### src/rtl/vack_pkg.sv
// Package: shared constants and types for the virtual acknowledge unit.
// Assumes a 32-bit register view and 25-bit interrupt IDs.
package vack_pkg;
    localparam int DATA_W    = 32;
    localparam int ID_W      = 25;
    localparam int SRC_W     = 3;
    localparam int SGI_LIMIT = 16;
    localparam logic [DATA_W-1:0] SPURIOUS = 32'd1023;

    typedef enum logic [1:0] {
        ST_INVALID = 2'b00,
        ST_PENDING = 2'b01,
        ST_ACTIVE  = 2'b10,
        ST_PEND_ACT = 2'b11
    } ent_state_e;
endpackage

### src/rtl/vack_entry_bank.sv
// Module: vack_entry_bank
// Holds N list entries. A hypervisor load takes precedence over an
// acknowledge in the same cycle. An acknowledge moves the named entry
// to the active state. Assumes ack_en is only raised for a pending entry.
module vack_entry_bank
    import vack_pkg::*;
#(
    parameter int N      = 4,
    parameter int PRIO_W = 5,
    parameter int IDX_W  = 2
) (
    input  logic                        clk,
    input  logic                        rst_n,
    input  logic                        wr_en,
    input  logic [IDX_W-1:0]            wr_idx,
    input  logic [ID_W-1:0]             wr_id,
    input  logic [PRIO_W-1:0]           wr_prio,
    input  logic                        wr_grp1,
    input  logic [1:0]                  wr_state,
    input  logic [SRC_W-1:0]            wr_src,
    input  logic                        ack_en,
    input  logic [IDX_W-1:0]            ack_idx,
    output logic [N-1:0][ID_W-1:0]      ent_id,
    output logic [N-1:0][PRIO_W-1:0]    ent_prio,
    output logic [N-1:0]                ent_grp1,
    output logic [N-1:0][1:0]           ent_state,
    output logic [N-1:0][SRC_W-1:0]     ent_src
);
    for (genvar g = 0; g < N; g++) begin : g_ent
        logic hit_wr;
        logic hit_ack;
        assign hit_wr  = wr_en  && (wr_idx  == IDX_W'(g));
        assign hit_ack = ack_en && (ack_idx == IDX_W'(g));

        // Static fields: change only on a hypervisor load.
        always_ff @(posedge clk) begin
            if (!rst_n) begin
                ent_id[g]   <= '0;
                ent_prio[g] <= '0;
                ent_grp1[g] <= 1'b0;
                ent_src[g]  <= '0;
            end else if (hit_wr) begin
                ent_id[g]   <= wr_id;
                ent_prio[g] <= wr_prio;
                ent_grp1[g] <= wr_grp1;
                ent_src[g]  <= wr_src;
            end
        end

        // State field: loaded by the hypervisor or advanced by an acknowledge.
        always_ff @(posedge clk) begin
            if (!rst_n) begin
                ent_state[g] <= ST_INVALID;
            end else if (hit_wr) begin
                ent_state[g] <= wr_state;
            end else if (hit_ack) begin
                ent_state[g] <= ST_ACTIVE;
            end
        end
    end
endmodule

### src/rtl/vack_prio_sel.sv
// Module: vack_prio_sel
// Finds the pending entry with the numerically lowest priority. Ties go
// to the lowest index. Purely combinational; a linear scan suits small N.
module vack_prio_sel
    import vack_pkg::*;
#(
    parameter int N      = 4,
    parameter int PRIO_W = 5,
    parameter int IDX_W  = 2
) (
    input  logic [N-1:0][PRIO_W-1:0] ent_prio,
    input  logic [N-1:0][1:0]        ent_state,
    output logic                     sel_hit,
    output logic [IDX_W-1:0]         sel_idx,
    output logic [PRIO_W-1:0]        sel_prio
);
    // Scan entries in index order; a strict compare keeps the earliest tie.
    always_comb begin
        sel_hit  = 1'b0;
        sel_idx  = '0;
        sel_prio = '0;
        for (int i = 0; i < N; i++) begin
            if (ent_state[i] == ST_PENDING && (!sel_hit || ent_prio[i] < sel_prio)) begin
                sel_hit  = 1'b1;
                sel_idx  = IDX_W'(i);
                sel_prio = ent_prio[i];
            end
        end
    end
endmodule

### src/rtl/vack_rdfmt.sv
// Module: vack_rdfmt
// Builds the 32-bit read value: the spurious code or the entry's ID in
// affinity or legacy layout. Combinational; the caller registers it.
module vack_rdfmt
    import vack_pkg::*;
(
    input  logic              give_id,
    input  logic              affinity,
    input  logic [ID_W-1:0]   id,
    input  logic [SRC_W-1:0]  src,
    output logic [DATA_W-1:0] data
);
    logic is_sgi;
    assign is_sgi = (id < ID_W'(SGI_LIMIT));

    // Select the layout of the returned word.
    always_comb begin
        if (!give_id) begin
            data = SPURIOUS;
        end else if (affinity) begin
            data = {{(DATA_W-ID_W){1'b0}}, id};
        end else begin
            data = {19'd0, (is_sgi ? src : {SRC_W{1'b0}}), id[9:0]};
        end
    end
endmodule

### src/rtl/vack_unit.sv
// Module: vack_unit (top)
// Read-triggered acknowledge for a virtual CPU interface. A guest read
// selects the most urgent pending entry. A signalled Group 1 entry is
// acknowledged; anything else yields the spurious code. Assumes
// hypervisor loads and guest accesses are not issued in the same cycle.
module vack_unit
    import vack_pkg::*;
#(
    parameter int N      = 4,
    parameter int PRIO_W = 5,
    localparam int IDX_W    = (N > 1) ? $clog2(N) : 1,
    localparam int NUM_PRIO = 1 << PRIO_W
) (
    input  logic                  clk,
    input  logic                  rst_n,
    input  logic                  hv_ent_we,
    input  logic [IDX_W-1:0]      hv_ent_idx,
    input  logic [24:0]           hv_ent_id,
    input  logic [PRIO_W-1:0]     hv_ent_prio,
    input  logic                  hv_ent_grp1,
    input  logic [1:0]            hv_ent_state,
    input  logic [2:0]            hv_ent_src,
    input  logic                  hv_ctl_we,
    input  logic                  hv_ctl_enable,
    input  logic [PRIO_W-1:0]     hv_ctl_pmask,
    input  logic                  hv_ctl_affinity,
    input  logic [NUM_PRIO-1:0]   hv_ctl_apr,
    input  logic                  gst_valid,
    input  logic                  gst_write,
    output logic [31:0]           gst_rdata,
    output logic [2*N-1:0]        ent_state_o,
    output logic [NUM_PRIO-1:0]   apr_o
);
    logic                     en_q;
    logic                     aff_q;
    logic [PRIO_W-1:0]        pmask_q;
    logic [NUM_PRIO-1:0]      apr_q;

    logic [N-1:0][ID_W-1:0]   ent_id;
    logic [N-1:0][PRIO_W-1:0] ent_prio;
    logic [N-1:0]             ent_grp1;
    logic [N-1:0][1:0]        ent_state;
    logic [N-1:0][SRC_W-1:0]  ent_src;

    logic                     sel_hit;
    logic [IDX_W-1:0]         sel_idx;
    logic [PRIO_W-1:0]        sel_prio;
    logic [PRIO_W:0]          run_prio;
    logic                     rd_req;
    logic                     signalled;
    logic                     do_ack;
    logic [DATA_W-1:0]        fmt_data;

    // Control word: enable, mask and layout mode, loaded by the hypervisor.
    always_ff @(posedge clk) begin
        if (!rst_n) begin
            en_q    <= 1'b0;
            aff_q   <= 1'b0;
            pmask_q <= '0;
        end else if (hv_ctl_we) begin
            en_q    <= hv_ctl_enable;
            aff_q   <= hv_ctl_affinity;
            pmask_q <= hv_ctl_pmask;
        end
    end

    vack_entry_bank #(.N(N), .PRIO_W(PRIO_W), .IDX_W(IDX_W)) bank_i (
        .clk       (clk),
        .rst_n     (rst_n),
        .wr_en     (hv_ent_we),
        .wr_idx    (hv_ent_idx),
        .wr_id     (hv_ent_id),
        .wr_prio   (hv_ent_prio),
        .wr_grp1   (hv_ent_grp1),
        .wr_state  (hv_ent_state),
        .wr_src    (hv_ent_src),
        .ack_en    (do_ack),
        .ack_idx   (sel_idx),
        .ent_id    (ent_id),
        .ent_prio  (ent_prio),
        .ent_grp1  (ent_grp1),
        .ent_state (ent_state),
        .ent_src   (ent_src)
    );

    vack_prio_sel #(.N(N), .PRIO_W(PRIO_W), .IDX_W(IDX_W)) sel_i (
        .ent_prio  (ent_prio),
        .ent_state (ent_state),
        .sel_hit   (sel_hit),
        .sel_idx   (sel_idx),
        .sel_prio  (sel_prio)
    );

    // Running priority: index of the lowest set active bit, or NUM_PRIO if none.
    always_comb begin
        run_prio = (PRIO_W+1)'(NUM_PRIO);
        for (int i = NUM_PRIO - 1; i >= 0; i--) begin
            if (apr_q[i]) run_prio = (PRIO_W+1)'(i);
        end
    end

    assign rd_req    = gst_valid && !gst_write;
    assign signalled = en_q && sel_hit && (sel_prio < pmask_q)
                       && ({1'b0, sel_prio} < run_prio);
    assign do_ack    = rd_req && signalled && ent_grp1[sel_idx];

    vack_rdfmt fmt_i (
        .give_id  (signalled && ent_grp1[sel_idx]),
        .affinity (aff_q),
        .id       (ent_id[sel_idx]),
        .src      (ent_src[sel_idx]),
        .data     (fmt_data)
    );

    // Read data register: updated only by a guest read.
    always_ff @(posedge clk) begin
        if (!rst_n) begin
            gst_rdata <= '0;
        end else if (rd_req) begin
            gst_rdata <= fmt_data;
        end
    end

    // Active-priority vector: hypervisor load, or set on acknowledge.
    always_ff @(posedge clk) begin
        if (!rst_n) begin
            apr_q <= '0;
        end else if (hv_ctl_we) begin
            apr_q <= hv_ctl_apr;
        end else if (do_ack) begin
            apr_q[sel_prio] <= 1'b1;
        end
    end

    for (genvar g = 0; g < N; g++) begin : g_st_out
        assign ent_state_o[2*g +: 2] = ent_state[g];
    end
    assign apr_o = apr_q;
endmodule

### config.mk
export PLATFORM = sky130hd
export DESIGN_NAME = vack_unit
export DESIGN_NICKNAME = d
export VERILOG_FILES = /design/src/rtl/vack_pkg.sv /design/src/rtl/vack_entry_bank.sv /design/src/rtl/vack_prio_sel.sv /design/src/rtl/vack_rdfmt.sv /design/src/rtl/vack_unit.sv
export SDC_FILE = /design/constraint.sdc
export NUM_CORES = 1
export LEC_CHECK = 0
export ABC_AREA = 0
export BUFFER_PORTS_ARGS = -buffer_cell sky130_fd_sc_hd__buf_4
export CAP_MARGIN = 10
export CORE_MARGIN = 2
export CORE_UTILIZATION = 30
export CTS_CLUSTER_DIAMETER = 80
export DETAILED_ROUTE_END_ITERATION = 8
export PLACE_DENSITY = 0.53
export SLEW_MARGIN = 15
export SYNTH_ARGS = -nofsm -noshare
export SYNTH_HDL_FRONTEND = slang
export SYNTH_SLANG_ARGS = --single-unit
### constraint.sdc
create_clock -name clk -period 12.2 [get_ports clk]
set_input_delay 1.83 -clock clk [delete_from_list [all_inputs] [get_ports clk]]
set_output_delay 1.83 -clock clk [all_outputs]
set_load 0.01 [all_outputs]
==> flow_summary.toml <==
[pwr]
power.total_uw = 1710
vdd_drop_max_mv = 0.0825
p_leak_uw = 0.00472
power_density_nw_per_um2 = 138

[global_route]
grt_pass1_wl_um = 52200
grtUsageTotal_pct = 18.4
grt_antenna_before_repair = 0
grt_overflow = 0
grt_max_degree = 83
grt_pass1_vias = 9188

[final_layout]
area_growth_syn_to_layout_pct = 22.1
num_antenna_cells = 0
instances_no_fill = 1857
fin_nets = 1493
register_area_um2 = 4160
final_layout_size_suffix_gt1_share_pct = 17.5
fill_cells = 3552
multi_input_area_um2 = 5490
design_area_um2 = 12400
fin_util_pct = 37.1

[timing]
maxSlewViolCount = 0
setup-tns-final_ns = 0
setup_viol = 0
max_slew_margin_pct = 30.0
fmaxAchievable_mhz = 105
hold_viol = 0
fin_crit_ns = 9.54
finalClockSkew_ns = 0.0132
worstMarginPinSlew_ns = 1.05
rsz0062_at_grt = "no"
min_period_over_period_pct = 78.2

[synth]
synth_warnings = 0
synth_area_leaders = "dfxtp_1 41%, nand2_1 12%, a21oi_1 8.7%, mux2i_1 3.6%, o311a_1 3.2%"
synth_top_family_by_area = "simple AND/OR/NAND/NOR gates"
synthArstFlopShare_pct = 0
ys_seq_elements = 208
synth.avg_cell_area_um2 = 7.82
synth-seq-area-share_pct = 41.1
muxShareOfSynthArea_pct = 6.15
synth_top_area_cell = "dfxtp_1"
synth-xor-area-share_pct = 0
synth_cells = 1295
synth_edf_count = 0
synthAdderAreaFrac_pct = 2.47
synth_flop_cell = "dfxtp_1"
synthSimpleGateAreaFrac_pct = 23.3
yosysTopAreaCellShare_pct = 41.1
synth_compound_area_share_pct = 21.8
syn_area_um2 = 10100
synth_most_common_cell = "nand2_1"
synth.top_cells.by_count = "333 x nand2_1, 208 x dfxtp_1, 176 x a21oi_1"
synth.distinct_cells = 71

[place]
place_inst = 1811
port_buffers = 147
placed_cell_area_um2 = 11500
gp_congestion = 0.824
dp_hpwl_um = 22500

[clock_network]
clk_latency_ns = 0.53
cts_resized = 0
cts_tree = "yes"
cts_setup_buffers = 0
numCtsBuffers = 25
clock-root-buffer = "clkbuf_16"
cts.sinks = 208
htree_levels = 1
hold_buffers = 0
path_clk_slew_ns = 0.06
cts_buffer_depth = 3

[detailed_routing]
ant_nets = 0
drt_pre_antenna_iters = 4
wirelength_um = 33300
remaining_drc_errors = 0
via_per_inst = 5.13
wl_per_cell_um = 18.0
drt_iter0_drc = 549
vias = 9519

[setup_path]
cp_data_required_time_ns = 12.63
cp-end-kind = "flop"
crit_top_cell = "ha_1"
start_kind = "flop"
reg2reg_to = "bank_i.ent_state[4]$_SDFFE_PN0P_"
rr_worst_depth = 31
crit_path_max_incr_delay_ns = 0.86
r2r_slack_ns = 2.66
crit_slowest_cell = "and2_2"
worstReg2RegStart = "bank_i.ent_state[0]$_SDFFE_PN0P_"
path_class = "reg -> reg"
worst_ep_arrival_time_ns = 9.97
crit_fanout = 45

[min_path]
min_path_type = "reg -> reg"
hold_depth = 2
hold_end = "bank_i.ent_id[55]$_SDFFE_PN0P_"
hold_start = "bank_i.ent_id[55]$_SDFFE_PN0P_"

[floorplan]
fp-row-count = 67
io_pins = 155
dieArea_um2 = 35200
initial_core_util_pct = 30.4
die_h_um = 188
die_w_um = 188
core_area_um2 = 33400

[run_status]
outcome = "finished clean"

[run]
maxCapViolCount = 0
[layout by cell type (no fill, tap or decap), types with 6 or more instances in the layout]
cell type  synthesis  layout
o22ai_1            6       6
nor2_1            82      80
ha_1              20      20
clkbuf_8           0       7
nand2b_1          41      41
o21ai_0           49      49
nand3b_1           6       6
nand2_1          333     333
buf_4             12     157
mux2i_1           36      36
nor4_1            15      15
clkbuf_16          0      25
inv_1             24      24
a211oi_1          11      11
nor3_1            11      11
o211ai_1          10      10
a21oi_1          176     176
mux2_2            18      18
o311a_1           32      32
dfxtp_1          208     208
conb_1             1       7
a32oi_1           16      16
nand3_1           10      10
[through the flow]
step / hold slack, ns / setup slack (ns)
6_report: 0.451 / 2.66
5_1_grt: 0.468 / 1.92
4_1_cts: 0.454 / 2.71
3_5_place_dp: 0.446 / 2.75
3_3_place_gp: 0.440 / 3.14
2_1_floorplan: 0.432 / 5.00
[per-layer routing]
layer  track usage, %  share of wire (%)  vias to the layer above
li1                 -                  -                     4708
met1             24.3                 44                     4532
met2             31.2                 48                      240
met3             3.11                5.8                       39
met4             4.82                2.0                        0
met5                0                  0                        -
[critical path, delay by kind of cell, from the launching register on]
kind / cells / cell delay, ns
AO/OA/AOI/OAI: 13 / 3.52
AND/OR/NAND/NOR: 10 / 3.15
adder cells (fa/ha/maj): 4 / 1.15
multiplexers: 2 / 0.82
buffers and inverters: 2 / 0.42
flip-flops: 1 / 0.36
[power breakdown]
part | leakage (uW) | switching, uW | internal (uW)
Combinational | 0.00258 | 113 | 84.7
Sequential | 0.00170 | 25.7 | 706
Clock | 0.000437 | 300 | 482
Total | 0.00472 | 438 | 1270
[state kept, by name, indices dropped and copies added, names as in the netlist]
| name | count |
|---|---|
| bank_i.ent_id | 100 |
| apr_o | 32 |
| gst_rdata | 25 |
| bank_i.ent_prio | 20 |
| bank_i.ent_src | 12 |
| bank_i.ent_state | 8 |
| pmask_q | 5 |
| bank_i.ent_grp1 | 4 |
| aff_q | 1 |
| en_q | 1 |
[cell families after synthesis]
logic type | after synthesis
buffers and inverters | 120
muxes | 58
other | 1
and+or+nand+nor | 538
DFF | 208
adders and majority gates | 20
AOI/OAI and AO/OA | 350
[final cells by class]
cell class	count	area share, %
multi-input combinational	973	44.4
sequential	208	33.7
timing repair buffer	157	9.53
clock buffer	35	5.93
tap	448	4.53
clock inverter	11	1.14
inverter	25	0.779
[worst max-delay path by stage]
stage / startpoint / end / slack, ns
2_1_floorplan: bank_i.ent_state[0]$_SDFFE_PN0P_ / bank_i.ent_state[4]$_SDFFE_PN0P_ / 5.00
3_3_place_gp: bank_i.ent_state[0]$_SDFFE_PN0P_ / bank_i.ent_state[4]$_SDFFE_PN0P_ / 3.14
3_5_place_dp: bank_i.ent_state[0]$_SDFFE_PN0P_ / bank_i.ent_state[4]$_SDFFE_PN0P_ / 2.75
4_1_cts: bank_i.ent_state[0]$_SDFFE_PN0P_ / bank_i.ent_state[4]$_SDFFE_PN0P_ / 2.71
5_1_grt: bank_i.ent_state[0]$_SDFFE_PN0P_ / bank_i.ent_state[4]$_SDFFE_PN0P_ / 1.92
6_report: bank_i.ent_state[0]$_SDFFE_PN0P_ / bank_i.ent_state[4]$_SDFFE_PN0P_ / 2.66
Note: power is estimated with default switching activity, not from simulation.
